`src/rtl/addr_seq_pkg.sv`:
```
package addr_seq_pkg;
  typedef enum logic [2:0] {
    ACT_HOLD = 3'd0,
    ACT_INC  = 3'd1,
    ACT_LDPG = 3'd2,
    ACT_JUMP = 3'd3,
    ACT_CALL = 3'd4,
    ACT_RET  = 3'd5
  } seq_act_e;
endpackage

```
`src/rtl/seq_decode.sv`:
```
module seq_decode
  import addr_seq_pkg::*;
(
  input  logic     step,
  input  logic     ld_page,
  input  logic     jump,
  input  logic     call,
  input  logic     ret,
  input  logic     cond,
  output seq_act_e act
);
  always_comb begin
    if (!step)              act = ACT_HOLD;
    else if (ret)           act = ACT_RET;
    else if (call && cond)  act = ACT_CALL;
    else if (jump && cond)  act = ACT_JUMP;
    else if (ld_page)       act = ACT_LDPG;
    else                    act = ACT_INC;
  end
endmodule

```
`src/rtl/seq_stack.sv`:
```
module seq_stack #(
  parameter int WORD_W = 6,
  parameter int PAGE_W = 4,
  parameter int DEPTH  = 2
) (
  input  logic              clk,
  input  logic              rst_n,
  input  logic              push,
  input  logic              pop,
  input  logic [WORD_W-1:0] push_word,
  input  logic [PAGE_W-1:0] push_page,
  output logic [WORD_W-1:0] top_word,
  output logic [PAGE_W-1:0] top_page,
  output logic              ovf
);
  localparam int CW = $clog2(DEPTH + 1);

  logic [WORD_W-1:0] word_q [DEPTH];
  logic [PAGE_W-1:0] page_q [DEPTH];
  logic [CW-1:0]     count_q;
  logic              full, empty;

  assign full  = (count_q == CW'(DEPTH));
  assign empty = (count_q == '0);

  genvar i;
  generate
    for (i = 0; i < DEPTH; i++) begin : g_lvl
      always_ff @(posedge clk or negedge rst_n) begin
        if (!rst_n) begin
          word_q[i] <= '0;
          page_q[i] <= '0;
        end else if (push) begin
          if (i == 0) begin
            word_q[i] <= push_word;
            page_q[i] <= push_page;
          end else begin
            word_q[i] <= word_q[(i == 0) ? 0 : i - 1];
            page_q[i] <= page_q[(i == 0) ? 0 : i - 1];
          end
        end else if (pop) begin
          if (i == DEPTH - 1) begin
            word_q[i] <= '0;
            page_q[i] <= '0;
          end else begin
            word_q[i] <= word_q[(i == DEPTH - 1) ? i : i + 1];
            page_q[i] <= page_q[(i == DEPTH - 1) ? i : i + 1];
          end
        end
      end
    end
  endgenerate

  always_ff @(posedge clk or negedge rst_n) begin
    if (!rst_n) begin
      count_q <= '0;
      ovf     <= 1'b0;
    end else if (push) begin
      if (full) ovf <= 1'b1;
      else      count_q <= count_q + 1'b1;
    end else if (pop && !empty) begin
      count_q <= count_q - 1'b1;
    end
  end

  assign top_word = empty ? '0 : word_q[0];
  assign top_page = empty ? '0 : page_q[0];
endmodule

```
`src/rtl/paged_addr_seq.sv`:
```
module paged_addr_seq
  import addr_seq_pkg::*;
#(
  parameter int WORD_W      = 6,
  parameter int PAGE_W      = 4,
  parameter int STACK_DEPTH = 2
) (
  input  logic                     clk,
  input  logic                     rst_n,
  input  logic                     step,
  input  logic                     ld_page,
  input  logic                     jump,
  input  logic                     call,
  input  logic                     ret,
  input  logic                     cond,
  input  logic [WORD_W-1:0]        target,
  input  logic [PAGE_W-1:0]        page_imm,
  output logic [PAGE_W+WORD_W-1:0] fetch_addr,
  output logic                     stack_ovf
);
  seq_act_e          act;
  logic [WORD_W-1:0] word_q, word_inc, top_word;
  logic [PAGE_W-1:0] page_q, pbuf_q, top_page;

  assign word_inc = word_q + 1'b1;

  seq_decode u_dec (
    .step(step), .ld_page(ld_page), .jump(jump), .call(call),
    .ret(ret), .cond(cond), .act(act)
  );

  seq_stack #(.WORD_W(WORD_W), .PAGE_W(PAGE_W), .DEPTH(STACK_DEPTH)) u_stk (
    .clk(clk), .rst_n(rst_n),
    .push(act == ACT_CALL), .pop(act == ACT_RET),
    .push_word(word_inc), .push_page(page_q),
    .top_word(top_word), .top_page(top_page), .ovf(stack_ovf)
  );

  always_ff @(posedge clk or negedge rst_n) begin
    if (!rst_n) begin
      word_q <= '0;
      page_q <= '0;
      pbuf_q <= '0;
    end else begin
      unique case (act)
        ACT_INC:  word_q <= word_inc;
        ACT_LDPG: begin
          word_q <= word_inc;
          pbuf_q <= page_imm;
        end
        ACT_JUMP, ACT_CALL: begin
          word_q <= target;
          page_q <= pbuf_q;
        end
        ACT_RET: begin
          word_q <= top_word;
          page_q <= top_page;
        end
        default: ;
      endcase
    end
  end

  assign fetch_addr = {page_q, word_q};
endmodule

```
`config.mk`:
```
export PLATFORM = sky130hd
export DESIGN_NAME = paged_addr_seq
export DESIGN_NICKNAME = d
export VERILOG_FILES = /design/src/rtl/addr_seq_pkg.sv /design/src/rtl/seq_decode.sv /design/src/rtl/seq_stack.sv /design/src/rtl/paged_addr_seq.sv
export SDC_FILE = /design/constraint.sdc
export NUM_CORES = 1
export LEC_CHECK = 0
export BUFFER_PORTS_ARGS = -buffer_cell sky130_fd_sc_hd__buf_4
export CAP_MARGIN = 25
export CORE_MARGIN = 2
export CORE_UTILIZATION = 60
export CTS_CLUSTER_SIZE = 8
export DETAILED_ROUTE_END_ITERATION = 12
export PLACE_DENSITY_LB_ADDON = 0.25
export SETUP_SLACK_MARGIN = 0.3
export SLEW_MARGIN = 20
export SYNTH_ARGS = -nofsm -noshare
export SYNTH_HDL_FRONTEND = slang
export SYNTH_SLANG_ARGS = --single-unit
```
`constraint.sdc`:
```
create_clock -name clk -period 2.2 [get_ports clk]
set_input_delay 0 -clock clk [delete_from_list [all_inputs] [get_ports clk]]
set_output_delay 0 -clock clk [all_outputs]
set_load 0.05 [all_outputs]
```
# Word-level counts from Yosys, hierarchy flattened
# Index checks and enable logic that the tools add are counted.
[totals]
input_bits = 18
word_cells = 52
register_bits = 37
out_inout_bits = 11
[op_classes]
n_addsub = 3
muxes = 20
n_eq_ne = 7
reduce_logical = 13
[op_table]
columns = ["cell", "count"]
rows = [
  ["2-to-1 mux 6 bit", 5],
  ["2-to-1 mux 4 bit", 5],
  ["one-hot mux 6 bit (3 select lines)", 1],
  ["2-to-1 mux 3 bit", 4],
  ["2-to-1 mux 2 bit", 4],
  ["one-hot mux 4 bit (2 select lines)", 1],
  ["adder 6 x 1 -> 6 bit, second input constant", 1],
  ["== test 3 x 2 -> 1 bit, second input constant", 2],
  ["== test 3 bit, second input constant", 2],
  ["nonzero test 2 bit", 3],
  ["AND reduction 2 bit", 2],
  ["OR reduction 2 bit", 2],
  ["== test 3 x 1 -> 1 bit, second input constant", 1],
  ["logical AND 1 bit", 3],
  ["nonzero test 3 bit", 1],
  ["adder 2 x 1 -> 2 bit, second input constant", 1],
  ["== test 2 bit, second input constant", 1],
  ["zero test 2 bit", 1],
  ["inequality test 2 bit, second input constant", 1],
  ["subtractor 2 x 1 -> 2 bit, second input constant", 1],
  ["zero test 1 bit", 1],
]

# Longest topological paths before layout
# Gate-level depths: netlist of the first run.
[logic_depth]
ltp_word = 9
depth_mapped = 6
mapped_depth_nobuf = 5

# Cells and area by module
# Synthesis of the first run repeated with hierarchy kept, for this count alone.
[unflattened]
hier_cells = 218
area_unflattened_um2 = 2098.3
[by_module_without_submodules]
columns = ["mod", "seq_area_each_um2", "cells_per_inst", "n_inst", "area_per_inst_um2"]
rows = [
  ["seq_stack", 575.6, 108, 1, 1101.1],
  ["paged_addr_seq", 350.3, 101, 1, 940.9],
  ["seq_decode", 0.0, 9, 1, 56.3],
]

# Worst setup path after synthesis of the first run
# Ideal clock, no wire load.
[synth_path]
path_kind = "register to register"
startpoint = "register word_q[0]"
endpoint = "register word_q[4]"
period_less_slack_ps = 1609
t_arrival_ps = 1520
t_required_ps = 2112
setup_slack_ps = 591
n_path_buf = 0
path_stages_with_launch = 6
setup_time_ps = 88
cell_sequence = "dfrtp_1 > ha_1 > nand3_1 > xnor2_1 > nand2_1 > a41oi_1"
[synth_via]
elab_chain_len = 2
[synth_rtl]
columns = ["item", "line", "rtl"]
rows = [
  ["from (decl)", "paged_addr_seq.sv:22", "logic [WORD_W-1:0] word_q, word_inc, top_word;"],
  ["from (signal assigned)", "paged_addr_seq.sv:46", "ACT_INC: word_q <= word_inc;"],
  ["from (signal assigned)", "paged_addr_seq.sv:48", "word_q <= word_inc;"],
  ["from (signal assigned)", "paged_addr_seq.sv:52", "word_q <= target;"],
  ["adder 6 x 1 -> 6 bit", "paged_addr_seq.sv:25", "assign word_inc = word_q + 1'b1;"],
  ["one-hot mux 6 bit (3 select lines)", "paged_addr_seq.sv:45", "unique case (act)"],
]
# No other way between the ends.
# A chain may end at the register's enable or synchronous reset.

# Worst setup path in the final report of the first run
[layout_path]
startpoint = "register word_q[0]"
endpoint = "register u_stk.word_q[10] (netlist name)"
[layout_via]
elab_chain_len = 2
[layout_rtl]
columns = ["item", "line", "rtl"]
rows = [
  ["adder 6 x 1 -> 6 bit", "paged_addr_seq.sv:25", ""],
  ["2-to-1 mux 6 bit", "seq_stack.sv:33", "end else if (push) begin"],
  ["to (signal, indexed assignment)", "seq_stack.sv:35", "word_q[i] <= push_word;"],
  ["to (signal, indexed assignment)", "seq_stack.sv:38", "word_q[i] <= word_q[(i == 0) ? 0 : i - 1];"],
  ["to (signal, indexed assignment)", "seq_stack.sv:46", "word_q[i] <= word_q[(i == DEPTH - 1) ? i : i + 1];"],
  ["to (decl)", "seq_stack.sv:18", "logic [WORD_W-1:0] word_q [DEPTH];"],
]
# No other way between the ends.

==> results of run 1 <==
## layout make-up
cell class | instances | area [sq um]
Clock inverter | 2 | 37.5
Clock buffer | 6 | 51.3
Fill cell | 178 | 624
Sequential cell | 37 | 926
Multi-Input combinational cell | 123 | 811
Inverter | 4 | 15.0
Timing Repair Buffer | 40 | 325
Tap cell | 31 | 38.8
## metrics by stage
stage               worst slack [ns]  utilization  hold slack [ns]  area [sq um]
finish                         0.739        0.779           0.0219          2200
global placement               0.834        0.713          -0.0238          2020
detailed placement             0.781        0.713          -0.0192          2020
global route                   0.594        0.779           0.0181          2200
CTS                            0.739        0.779           0.0100          2200
floorplan                      0.591            -           -0.296          1820
## flip-flops by register name, summed over array words and instances (netlist names)
| register | flops |
|---|---|
| u_stk.page_q | 8 |
| pbuf_q | 4 |
| u_stk.count_q | 2 |
| u_stk.word_q | 12 |
| word_q | 6 |
| u_stk.ovf | 1 |
| page_q | 4 |
## cell families (layout without fill, tap and decap cells)
family	count (synthesis)	after routing	synth area share
mux	10	10	0.0577
fa+ha+maj	1	1	0.00687
xor+xnor	5	5	0.0240
simple gates	51	51	0.131
flops	37	37	0.508
buf+inv	15	52	0.0467
compound gates	56	56	0.225
## worst register-to-register path: cells and delay by family, from the launching register on
family                   cells  cell delay [ns]
multiplexers                 1             0.11
AND/OR/NAND/NOR              1             0.12
flip-flops                   1             0.47
adder cells (fa/ha/maj)      1             0.28
AO/OA/AOI/OAI                1             0.18
XOR/XNOR                     1             0.21
## cells in the mapped netlist
| master | n | share of area |
|---|---|---|
| dfrtp_1 | 37 | 0.51 |
| nand2_1 | 17 | 0.035 |
| nor2_1 | 17 | 0.035 |
| o21ai_0 | 13 | 0.036 |
| a22o_1 | 10 | 0.048 |
| a21oi_1 | 6 | 0.016 |
| mux2i_1 | 6 | 0.033 |
| o31ai_1 | 6 | 0.025 |
| a221oi_1 | 5 | 0.024 |
| buf_2 | 5 | 0.014 |
| inv_1 | 4 | 0.0082 |
| mux2_2 | 4 | 0.025 |
| nand3_1 | 4 | 0.011 |
| o21ai_1 | 4 | 0.011 |
| xnor2_1 | 4 | 0.019 |
| o21a_1 | 3 | 0.012 |
| a21o_1 | 2 | 0.0082 |
| a32o_1 | 2 | 0.011 |
| and3_1 | 2 | 0.0069 |
| buf_4 | 2 | 0.0082 |
| buf_6 | 2 | 0.012 |
| clkbuf_1 | 2 | 0.0041 |
| nor2b_1 | 2 | 0.0069 |
| nor3_1 | 2 | 0.0055 |
| a21boi_0 | 1 | 0.0041 |
| a41oi_1 | 1 | 0.0048 |
| a41oi_2 | 1 | 0.0089 |
| and2_1 | 1 | 0.0034 |
| and2_4 | 1 | 0.0048 |
| and4b_1 | 1 | 0.0055 |
| ha_1 | 1 | 0.0069 |
| nand2b_1 | 1 | 0.0034 |
| nor3_2 | 1 | 0.0055 |
| nor4_1 | 1 | 0.0034 |
| o21ba_2 | 1 | 0.0055 |
| o21bai_4 | 1 | 0.010 |
| or3b_1 | 1 | 0.0048 |
| xor2_1 | 1 | 0.0048 |
## cells in the final DEF, fill, tap and decap left out, drive strengths merged, types with 2 or more instances in the layout
master and n:
a21oi 6, nor2b 2, xnor2 4, o21ai 17, clkbuf 6, nor2 17, mux2i 6, and2 2
a22o 10, dfrtp 37, a21o 2, o21a 3, buf 30, nor3 3, mux2 4, and3 2
nand3 4, a32o 2, a41oi 2, nand2 17, dlygate4sd3 10, inv 4, a221oi 5, o31ai 6
## power by group through the flow
stage	Sequential, mW	Clock, mW	Combinational, mW
2_1_floorplan	0.928	0	0.185
3_3_place_gp	0.840	0	0.401
3_5_place_dp	0.845	0	0.410
4_1_cts	0.831	0.494	0.425
5_1_grt	0.843	0.524	0.462
6_report	0.834	0.486	0.423
## metal layers
layer  vias up  GRT usage  routed length (microns)
met5         -          0                        0
met1       673      0.373                     1760
li1        706          -                        -
met3         2     0.0415                      206
met2        57      0.386                     1850
met4         0     0.0682                       19
## worst max-delay path by stage
stage	start	end	cells past startpoint
after floorplan	word_q[0]$_DFFE_PN0P_	word_q[4]$_DFFE_PN0P_	5
after global placement	word_q[0]$_DFFE_PN0P_	word_q[4]$_DFFE_PN0P_	5
after detailed placement	word_q[0]$_DFFE_PN0P_	u_stk.word_q[10]$_DFFE_PN0P_	5
after CTS	word_q[0]$_DFFE_PN0P_	u_stk.word_q[10]$_DFFE_PN0P_	5
after global routing	word_q[0]$_DFFE_PN0P_	word_q[4]$_DFFE_PN0P_	5
final	word_q[0]$_DFFE_PN0P_	u_stk.word_q[10]$_DFFE_PN0P_	5
==> impl_metrics.json, run 1 <==
{
  "p_switching_mw": 0.546,
  "clockPowerShare": 0.279,
  "dpl.cell_count": 225,
  "gp_congestion": 0.970,
  "cp.arrival_ns": 1.70,
  "die_w_microns": 59.1,
  "ant_nets": 0,
  "combPwrFrac": 0.243,
  "io_buffers": 28,
  "start_kind": "flip-flop",
  "clockBufferDepth": 2,
  "final_cell_count_no_fill": 243,
  "path_class": "flip-flop to flip-flop",
  "max_freq_mhz": 684,
  "drive_gt1_frac": 0.222,
  "dieArea_sq_mm": 0.00349,
  "yosysUniqueCellTypes": 38,
  "relSlewSlack": 0.604,
  "cts-resized-gates": 0,
  "postCtsSetupBuffers": 0,
  "clk_latency_ns": 0.33,
  "fin_nets": 230,
  "timing.critical_path.slowest_cell_delay_ns": 0.47,
  "crit_fanout": 6,
  "reg2reg_slack_ns": 0.74,
  "setup_viol": 0,
  "fin_skew_ns": 0.00968,
  "die_h_microns": 59.1,
  "rr_endpoint": "u_stk.word_q[10]$_DFFE_PN0P_",
  "reg2regPathDepth": 5,
  "wl_per_cell_microns": 15.7,
  "via_count": 1438,
  "ys_warn_count": 0,
  "clock_sinks": 37,
  "antenna_found_initial": 0,
  "ctsRootBufferMaster": "clkbuf_4",
  "final_max_slew_viol_count": 0,
  "r2r_start": "word_q[0]$_DFFE_PN0P_",
  "synth.avg_cell_area_sq_um": 10.4,
  "grt_usage": 0.252,
  "htree_levels": 2,
  "clk_pin_slew_ns": 0.12,
  "irDropWorstVdd_mv": 0.427,
  "min-delay-path-class": "primary input to flip-flop",
  "diodes": 0,
  "coreArea_sq_mm": 0.00283,
  "synth_seq_cells": 37,
  "power_mw": 1.74,
  "yosysSeqAreaShare": 0.508,
  "crit_slowest_cell": "dfrtp_1",
  "finalHoldViolations": 0,
  "worst_setup_path_end_kind": "flip-flop",
  "grt_max_degree": 38,
  "status": "finished clean",
  "crit_chain": "ha_1 -> nand3_1 -> xnor2_1 -> mux2i_1 -> o21ai_0",
  "finalCritPeriodShare": 0.664,
  "syn2layout_area_growth_pct": 21.0,
  "grt_pass1_vias": 1456,
  "worst_ep_required_time_ns": 2.44,
  "cts_hold_buffers": 10,
  "seq_power_share": 0.478,
  "grt_pass1_wl_mm": 6.68,
  "cts_tree": "yes",
  "worst_pin_slew_ns": 0.591,
  "drt-total-wl_mm": 3.83,
  "min_path_cells": 2,
  "drt_iter0_markers": 77,
  "setup-tns-final_ns": 0,
  "switching_share": 0.313,
  "rsz0062_at_grt": "false",
  "path_buf_inv": 0,
  "maxCapViolations": 0,
  "syn_inst": 175,
  "leakagePower_nw": 1.02,
  "detailed_place_hpwl_mm": 2.69,
  "ioPinCount": 29,
  "start_util": 0.644,
  "critPathTopFamily": "flip-flops",
  "cts_buffers": 5,
  "syn_nets": 194,
  "worstHoldEndpoint": "word_q[1]$_DFFE_PN0P_",
  "syn_area_sq_mm": 0.00182,
  "rows": 19,
  "p_int_mw": 1.20,
  "finalCriticalPeriod_ns": 1.46,
  "drtPass1Iterations": 4,
  "drc": 0,
  "power.density_mw_per_mm2": 790,
  "gr-total-overflow": 0,
  "holdCritStartpoint": "step",
  "avgViaCountPerCell": 5.92
}
Note: power is estimated with default switching activity, not from simulation.
==> run 2, diff against run 1 <==
Settings changed: ABC_AREA set to 1, CORE_UTILIZATION 60 to 56.
Clock period 2.2 ns to 1.4 ns, I/O delays scaled along.
==> run 2 against run 1 <==
Compared with the run above:
- sequential share of layout area is 6.9 points lower
- utilization up 2.3 points
- combinational power rose to 5.5 times the previous value
- global-route usage is 3.8 points higher
- critical path depth is 4 higher
- clock skew rose by 0.0058 ns
- sequential cell count is the same
- area after synthesis rose by 5.6%
- first-iteration DRC count grew to 2.9 times the previous value
==> impl_metrics.json, run 2 <==
{
  "status": "finished clean",
  "start_util": 0.581,
  "regMostFlops": "u_stk.word_q",
  "cp-endpoint": "word_q[5]$_DFFE_PN0P_",
  "rr_endpoint": "word_q[5]$_DFFE_PN0P_",
  "cp.arrival_ns": 1.55,
  "finalCriticalPeriod_ns": 1.28,
  "coreArea_sq_mm": 0.00331,
  "grt_max_degree": 38,
  "synth_commonest_cells": "41 x nand2_1, 38 x inv_1, 37 x dfrtp_1",
  "min-delay-path-class": "primary input to flip-flop",
  "drt-total-wl_mm": 5.83,
  "io_buffers": 28,
  "r2r_start": "word_q[1]$_DFFE_PN0P_",
  "gp_congestion": 0.831,
  "drive_gt1_frac": 0.333,
  "fin_skew_ns": 0.0155,
  "die_w_microns": 62.6,
  "grt_usage": 0.290,
  "gr-total-overflow": 0,
  "via_count": 1968,
  "relSlewSlack": 0.687,
  "clk_pin_slew_ns": 0.12,
  "fillers": 197,
  "fin_nets": 310,
  "yosysUniqueCellTypes": 26,
  "synth_top_area_cell": "dfrtp_1",
  "drtPass1Iterations": 5,
  "synth.avg_cell_area_sq_um": 8.26,
  "worst_ep_required_time_ns": 1.67,
  "syn2layout_area_growth_pct": 38.0,
  "diodes": 0,
  "clk_latency_ns": 0.36,
  "avgViaCountPerCell": 5.84,
  "ant_nets": 0,
  "setup_viol": 0,
  "clock_sinks": 37,
  "dieArea_sq_mm": 0.00392,
  "rsz0062_at_grt": "true",
  "crit_cells": 9,
  "max_freq_mhz": 781,
  "grt_pass1_vias": 1879,
  "cts_tree": "yes",
  "rows": 21,
  "reg2regPathDepth": 9,
  "power.density_mw_per_mm2": 1720,
  "syn_area_sq_mm": 0.00192,
  "setup-tns-final_ns": 0,
  "critPathTopFamily": "simple AND/OR/NAND/NOR gates",
  "cts_buffers": 5,
  "worst_setup_path_end_kind": "flip-flop",
  "path_class": "flip-flop to flip-flop",
  "start_kind": "flip-flop",
  "final_max_slew_viol_count": 0,
  "synth_seq_cells": 37,
  "drc": 0,
  "grt_pass1_wl_mm": 8.80,
  "wl_per_cell_microns": 17.3,
  "crit_chain": "nand2_4 -> nor2_4 -> nand2_1 -> nand2_1 -> nand2_2 -> nand3_2 -> nand3_2 -> nand2_2 -> inv_2",
  "antenna_found_initial": 0,
  "finalHoldViolations": 0,
  "leakagePower_nw": 1.29,
  "synth_most_common_cell": "nand2_1",
  "crit_fanout": 3,
  "ys_warn_count": 0,
  "largest_registers": "u_stk.word_q (12), u_stk.page_q (8), word_q (6)",
  "reg2reg_slack_ns": 0.12,
  "irDropWorstVdd_mv": 1.03,
  "critPathLaunch": "word_q[1]$_DFFE_PN0P_",
  "clockBufferDepth": 2,
  "power_mw": 4.56,
  "worst_pin_slew_ns": 0.470,
  "maxCapViolations": 0,
  "htree_levels": 2,
  "drt_iter0_markers": 224,
  "async_flop_share": 1.00,
  "crit_slowest_cell": "dfrtp_2",
  "final_cell_mix": "36 x nand2_1, 36 x buf_4, 33 x inv_1",
  "ioPinCount": 29,
  "ctsRootBufferMaster": "clkbuf_4",
  "syn_inst": 233,
  "syn_nets": 252,
  "timing.critical_path.slowest_cell_delay_ns": 0.45,
  "fin_util": 0.802,
  "synth_edf_count": 0,
  "finalCritPeriodShare": 0.915,
  "synth_top_area_frac": 0.481,
  "ys_dominant_reg_cell": "dfrtp_1",
  "ys_top_cells_by_area": "dfrtp_1 48%, nand2_1 8.0%, inv_1 7.4%",
  "largest_reg_flops": 12,
  "detailed_place_hpwl_mm": 3.01,
  "path_buf_inv": 1,
  "yosysSeqAreaShare": 0.481,
  "die_h_microns": 62.6
}
run 2: changes by cell type after synthesis, sizes merged, moves of 5 or more:
cell    change
o31ai       -6
o22ai      +10
inv        +35
nand2      +29
a221oi      -5
nand3      +23
a31oi       +6
nor2        -6
a22oi       +5
a21oi       +9
a22o       -10
mux2i       -6
run 2: where the power goes:
part           leakage, nW  switching [mW]  internal (mW)  total (mW)
registers            0.447           0.251           1.37        1.62
logic                0.812            1.39          0.954        2.34
clock network       0.0314           0.353          0.237       0.590
run 2: worst min-delay path by stage:
stage / startpoint / endpoint / slack, ns / depth (start not counted)
finish: ret / word_q[0]$_DFFE_PN0P_ / 0.07 / 5
global route: ret / word_q[3]$_DFFE_PN0P_ / 0.09 / 5
CTS: ret / word_q[2]$_DFFE_PN0P_ / 0.04 / 5
detailed placement: rst_n / pbuf_q[3]$_DFFE_PN0N_ / -0.01 / 1
global placement: rst_n / pbuf_q[3]$_DFFE_PN0N_ / -0.01 / 1
floorplan: rst_n / page_q[0]$_DFFE_PN0N_ / -0.30 / 0
run 2: per-stage QoR:
step | setup WS [ns] | std cells | area (sq um) | hold slack [ns]
2_1_floorplan | 0.105 | 233 | 1950 | -0.296
3_3_place_gp | 0.155 | 307 | 2220 | -0.00959
3_5_place_dp | 0.102 | 307 | 2220 | -0.00966
4_1_cts | 0.210 | 333 | 2470 | 0.0416
5_1_grt | 0.0952 | 337 | 2660 | 0.0850
6_report | 0.119 | 337 | 2660 | 0.0712
run 2: layer usage:
layer / routed length [microns] / GRT usage / vias up
met4: 229 / 0.139 / 0
met2: 2800 / 0.444 / 111
met5: 0 / 0 / -
met3: 492 / 0.0865 / 32
li1: - / - / 880
met1: 2310 / 0.379 / 945
run 2: cell families after synthesis:
| group | share of synthesized area |
|---|---|
| flops | 0.481 |
| simple gates | 0.213 |
| fa+ha+maj | 0.00650 |
| xor+xnor | 0.0137 |
| buf+inv | 0.103 |
| compound gates | 0.183 |
run 2: worst reg2reg max path, stage by stage, from the launching register on:
cell	delay, ns
dfrtp_2	0.45
nand2_4	0.08
nor2_4	0.12
nand2_1	0.09
nand2_1	0.09
nand2_2	0.08
nand3_2	0.09
nand3_2	0.07
nand2_2	0.08
inv_2	0.04
run 2: cell type report:
| type | count | area (sq um) | share of cell area |
|---|---|---|---|
| clock buffer | 7 | 55.1 | 0.0207 |
| inverter | 39 | 149 | 0.0561 |
| multi-input combinational | 149 | 940 | 0.354 |
| sequential | 37 | 932 | 0.351 |
| tap | 46 | 57.6 | 0.0217 |
| timing repair buffer | 59 | 522 | 0.197 |
run 2: repair_timing:
item,in CTS,in global routing
pin swaps,3,11
endpoints found under the hold margin,47,0
hold buffers,12,0
buffers inserted,7,4
endpoints found under the setup margin,15,16
resized for setup,6,41
==> run 3, diff against run 2 <==
Settings changed: ABC_AREA 1 to unset, CORE_MARGIN 2 to unset, CORE_UTILIZATION 56 to 55.
==> run 3 against run 2 <==
Compared with the run above:
- maximum frequency shrank 3.6%
- cell area shrank 6.9%
- wire length shrank 8.4%
- sequential share of layout area grew 2.6 points
- combinational power shrank 61%
- global-route usage grew 1.5 points
- critical path depth shrank 4
- clock skew shrank 0.0066 ns
- utilization shrank 0.52 points
- sequential cell count is the same
- first-iteration DRC count shrank 35%
- total power shrank 36%
- critical path type unchanged
- critical endpoint is now u_stk.word_q[10]$_DFFE_PN0P_
- largest cell class unchanged
- highest routed layer unchanged
==> impl_metrics.json, run 3 (synthesized netlist as in run 1, its figures left out) <==
{
  "fin_skew_ns": 0.00891,
  "diodes": 0,
  "max_freq_mhz": 753,
  "finalCritPeriodShare": 0.949,
  "largest_registers": "u_stk.word_q (12), u_stk.page_q (8), word_q (6)",
  "final_max_slew_viol_count": 0,
  "regMostFlops": "u_stk.word_q",
  "gp_congestion": 0.899,
  "antenna_found_initial": 0,
  "via_count": 1661,
  "htree_levels": 2,
  "mostFrequentLayoutCell": "buf_4",
  "setup_ws_ns": 0.0714,
  "timing.critical_path.slowest_cell_delay_ns": 0.41,
  "crit_slowest_cell": "dfrtp_2",
  "irDropWorstVdd_mv": 1.17,
  "fin_nets": 242,
  "clock_sinks": 37,
  "syn2layout_area_growth_pct": 35.7,
  "worst_ep_required_time_ns": 1.67,
  "finalCriticalPeriod_ns": 1.33,
  "cts_tree": "yes",
  "switching_share": 0.363,
  "crit_chain": "ha_4 -> nand3_4 -> xnor2_4 -> mux2i_1 -> o21ai_1",
  "setup_viol": 0,
  "ctsRootBufferMaster": "clkbuf_4",
  "cts_buffers": 5,
  "detailed_place_hpwl_mm": 2.88,
  "fillers": 185,
  "gr-total-overflow": 0,
  "crit_fanout": 4,
  "cp.arrival_ns": 1.60,
  "leakagePower_nw": 1.11,
  "ioPinCount": 29,
  "drive_gt1_frac": 0.371,
  "coreArea_sq_mm": 0.00310,
  "p_switching_mw": 1.05,
  "start_kind": "flip-flop",
  "combPwrFrac": 0.318,
  "maxCapViolations": 0,
  "min-delay-path-class": "primary input to flip-flop",
  "worst_pin_slew_ns": 0.480,
  "clk_pin_slew_ns": 0.13,
  "grt_max_degree": 38,
  "drtPass1Iterations": 4,
  "die_h_microns": 59.6,
  "start_util": 0.587,
  "holdCritStartpoint": "target[5]",
  "clockPowerShare": 0.226,
  "relSlewSlack": 0.678,
  "r2r_start": "word_q[1]$_DFFE_PN0P_",
  "avgViaCountPerCell": 6.20,
  "ant_nets": 0,
  "place_ws_ns": 0.0857,
  "critPathLaunch": "word_q[1]$_DFFE_PN0P_",
  "drt_iter0_markers": 145,
  "die_w_microns": 59.6,
  "grt_usage": 0.305,
  "seq_power_share": 0.457,
  "wl_per_cell_microns": 19.9,
  "clk_latency_ns": 0.37,
  "status": "finished clean",
  "final_cell_mix": "36 x buf_4, 32 x dfrtp_1, 16 x nor2_1",
  "rows": 20,
  "dieArea_sq_mm": 0.00355,
  "whs_ns": 0.0130,
  "io_buffers": 28,
  "drt-total-wl_mm": 5.34,
  "finalHoldViolations": 0,
  "path_class": "flip-flop to flip-flop",
  "clockBufferDepth": 2,
  "drc": 0,
  "largest_reg_flops": 12,
  "grt_pass1_vias": 1664,
  "fin_util": 0.797,
  "p_int_mw": 1.85,
  "grt_pass1_wl_mm": 7.82,
  "rsz0062_at_grt": "true",
  "power.density_mw_per_mm2": 1170,
  "worst_setup_path_end_kind": "flip-flop"
}
## run 3: stage by stage
stage,cell area (sq um),setup TNS (ns),std cells,power (mW)
floorplan,1860,-0.0124,175,1.77
global placement,2110,0,243,1.99
detailed placement,2110,0,243,2.01
CTS,2360,0,264,2.74
global route,2470,0,268,3.00
finish,2470,0,268,2.90
## run 3: final cells by class
type	count	area, sq um	share of cell area
clock buffers	6	51.3	0.0207
multi-input cells	123	955	0.386
inverters	4	15.0	0.00607
well taps	44	55.1	0.0223
flip-flops and latches	37	932	0.377
repair buffers	52	450	0.182
clock inverters	2	13.8	0.00557
## run 3: timing repair
item / 4_1_cts / 5_1_grt
hold buffers: 10 / 0
pin swaps: 9 / 5
setup endpoints to repair: 10 / 17
buffers inserted: 3 / 4
hold endpoints to repair: 46 / 0
resized for setup: 12 / 16
## run 3: final timing paths
kind,slack [ns],endpoint,depth (start not counted)
setup reg to reg,0.07,u_stk.word_q[10]$_DFFE_PN0P_,5
setup / recovery,0.07,u_stk.word_q[10]$_DFFE_PN0P_,5
hold / removal,0.01,word_q[5]$_DFFE_PN0P_,4
hold reg to reg,0.50,u_stk.ovf$_DFFE_PN0P_,1
max in group asynchronous,0.92,word_q[0]$_DFFE_PN0P_,2
min in group asynchronous,0.11,u_stk.word_q[11]$_DFFE_PN0P_,2
## run 3: worst max-delay path: cells and delay by family (launching register included)
family                   cells  cell delay, ns
adder cells (fa/ha/maj)      1            0.18
XOR/XNOR                     1            0.20
AND/OR/NAND/NOR              1            0.11
multiplexers                 1            0.10
AO/OA/AOI/OAI                1            0.22
flip-flops                   1            0.41
## run 3: per-layer routing
metal,vias to the layer above,global-route usage,share of wire
met5,-,0,0
li1,726,-,-
met1,804,0.397,0.39
met3,25,0.0852,0.080
met2,106,0.477,0.49
met4,0,0.136,0.043
## run 3: power groups by stage
stage          combinational [mW]  sequential, mW  clock, mW
3_3_place_gp                0.672            1.31          0
3_5_place_dp                0.690            1.32          0
6_report                    0.920            1.32      0.654
2_1_floorplan               0.303            1.47          0
5_1_grt                     0.968            1.33      0.703
4_1_cts                     0.779            1.31      0.660
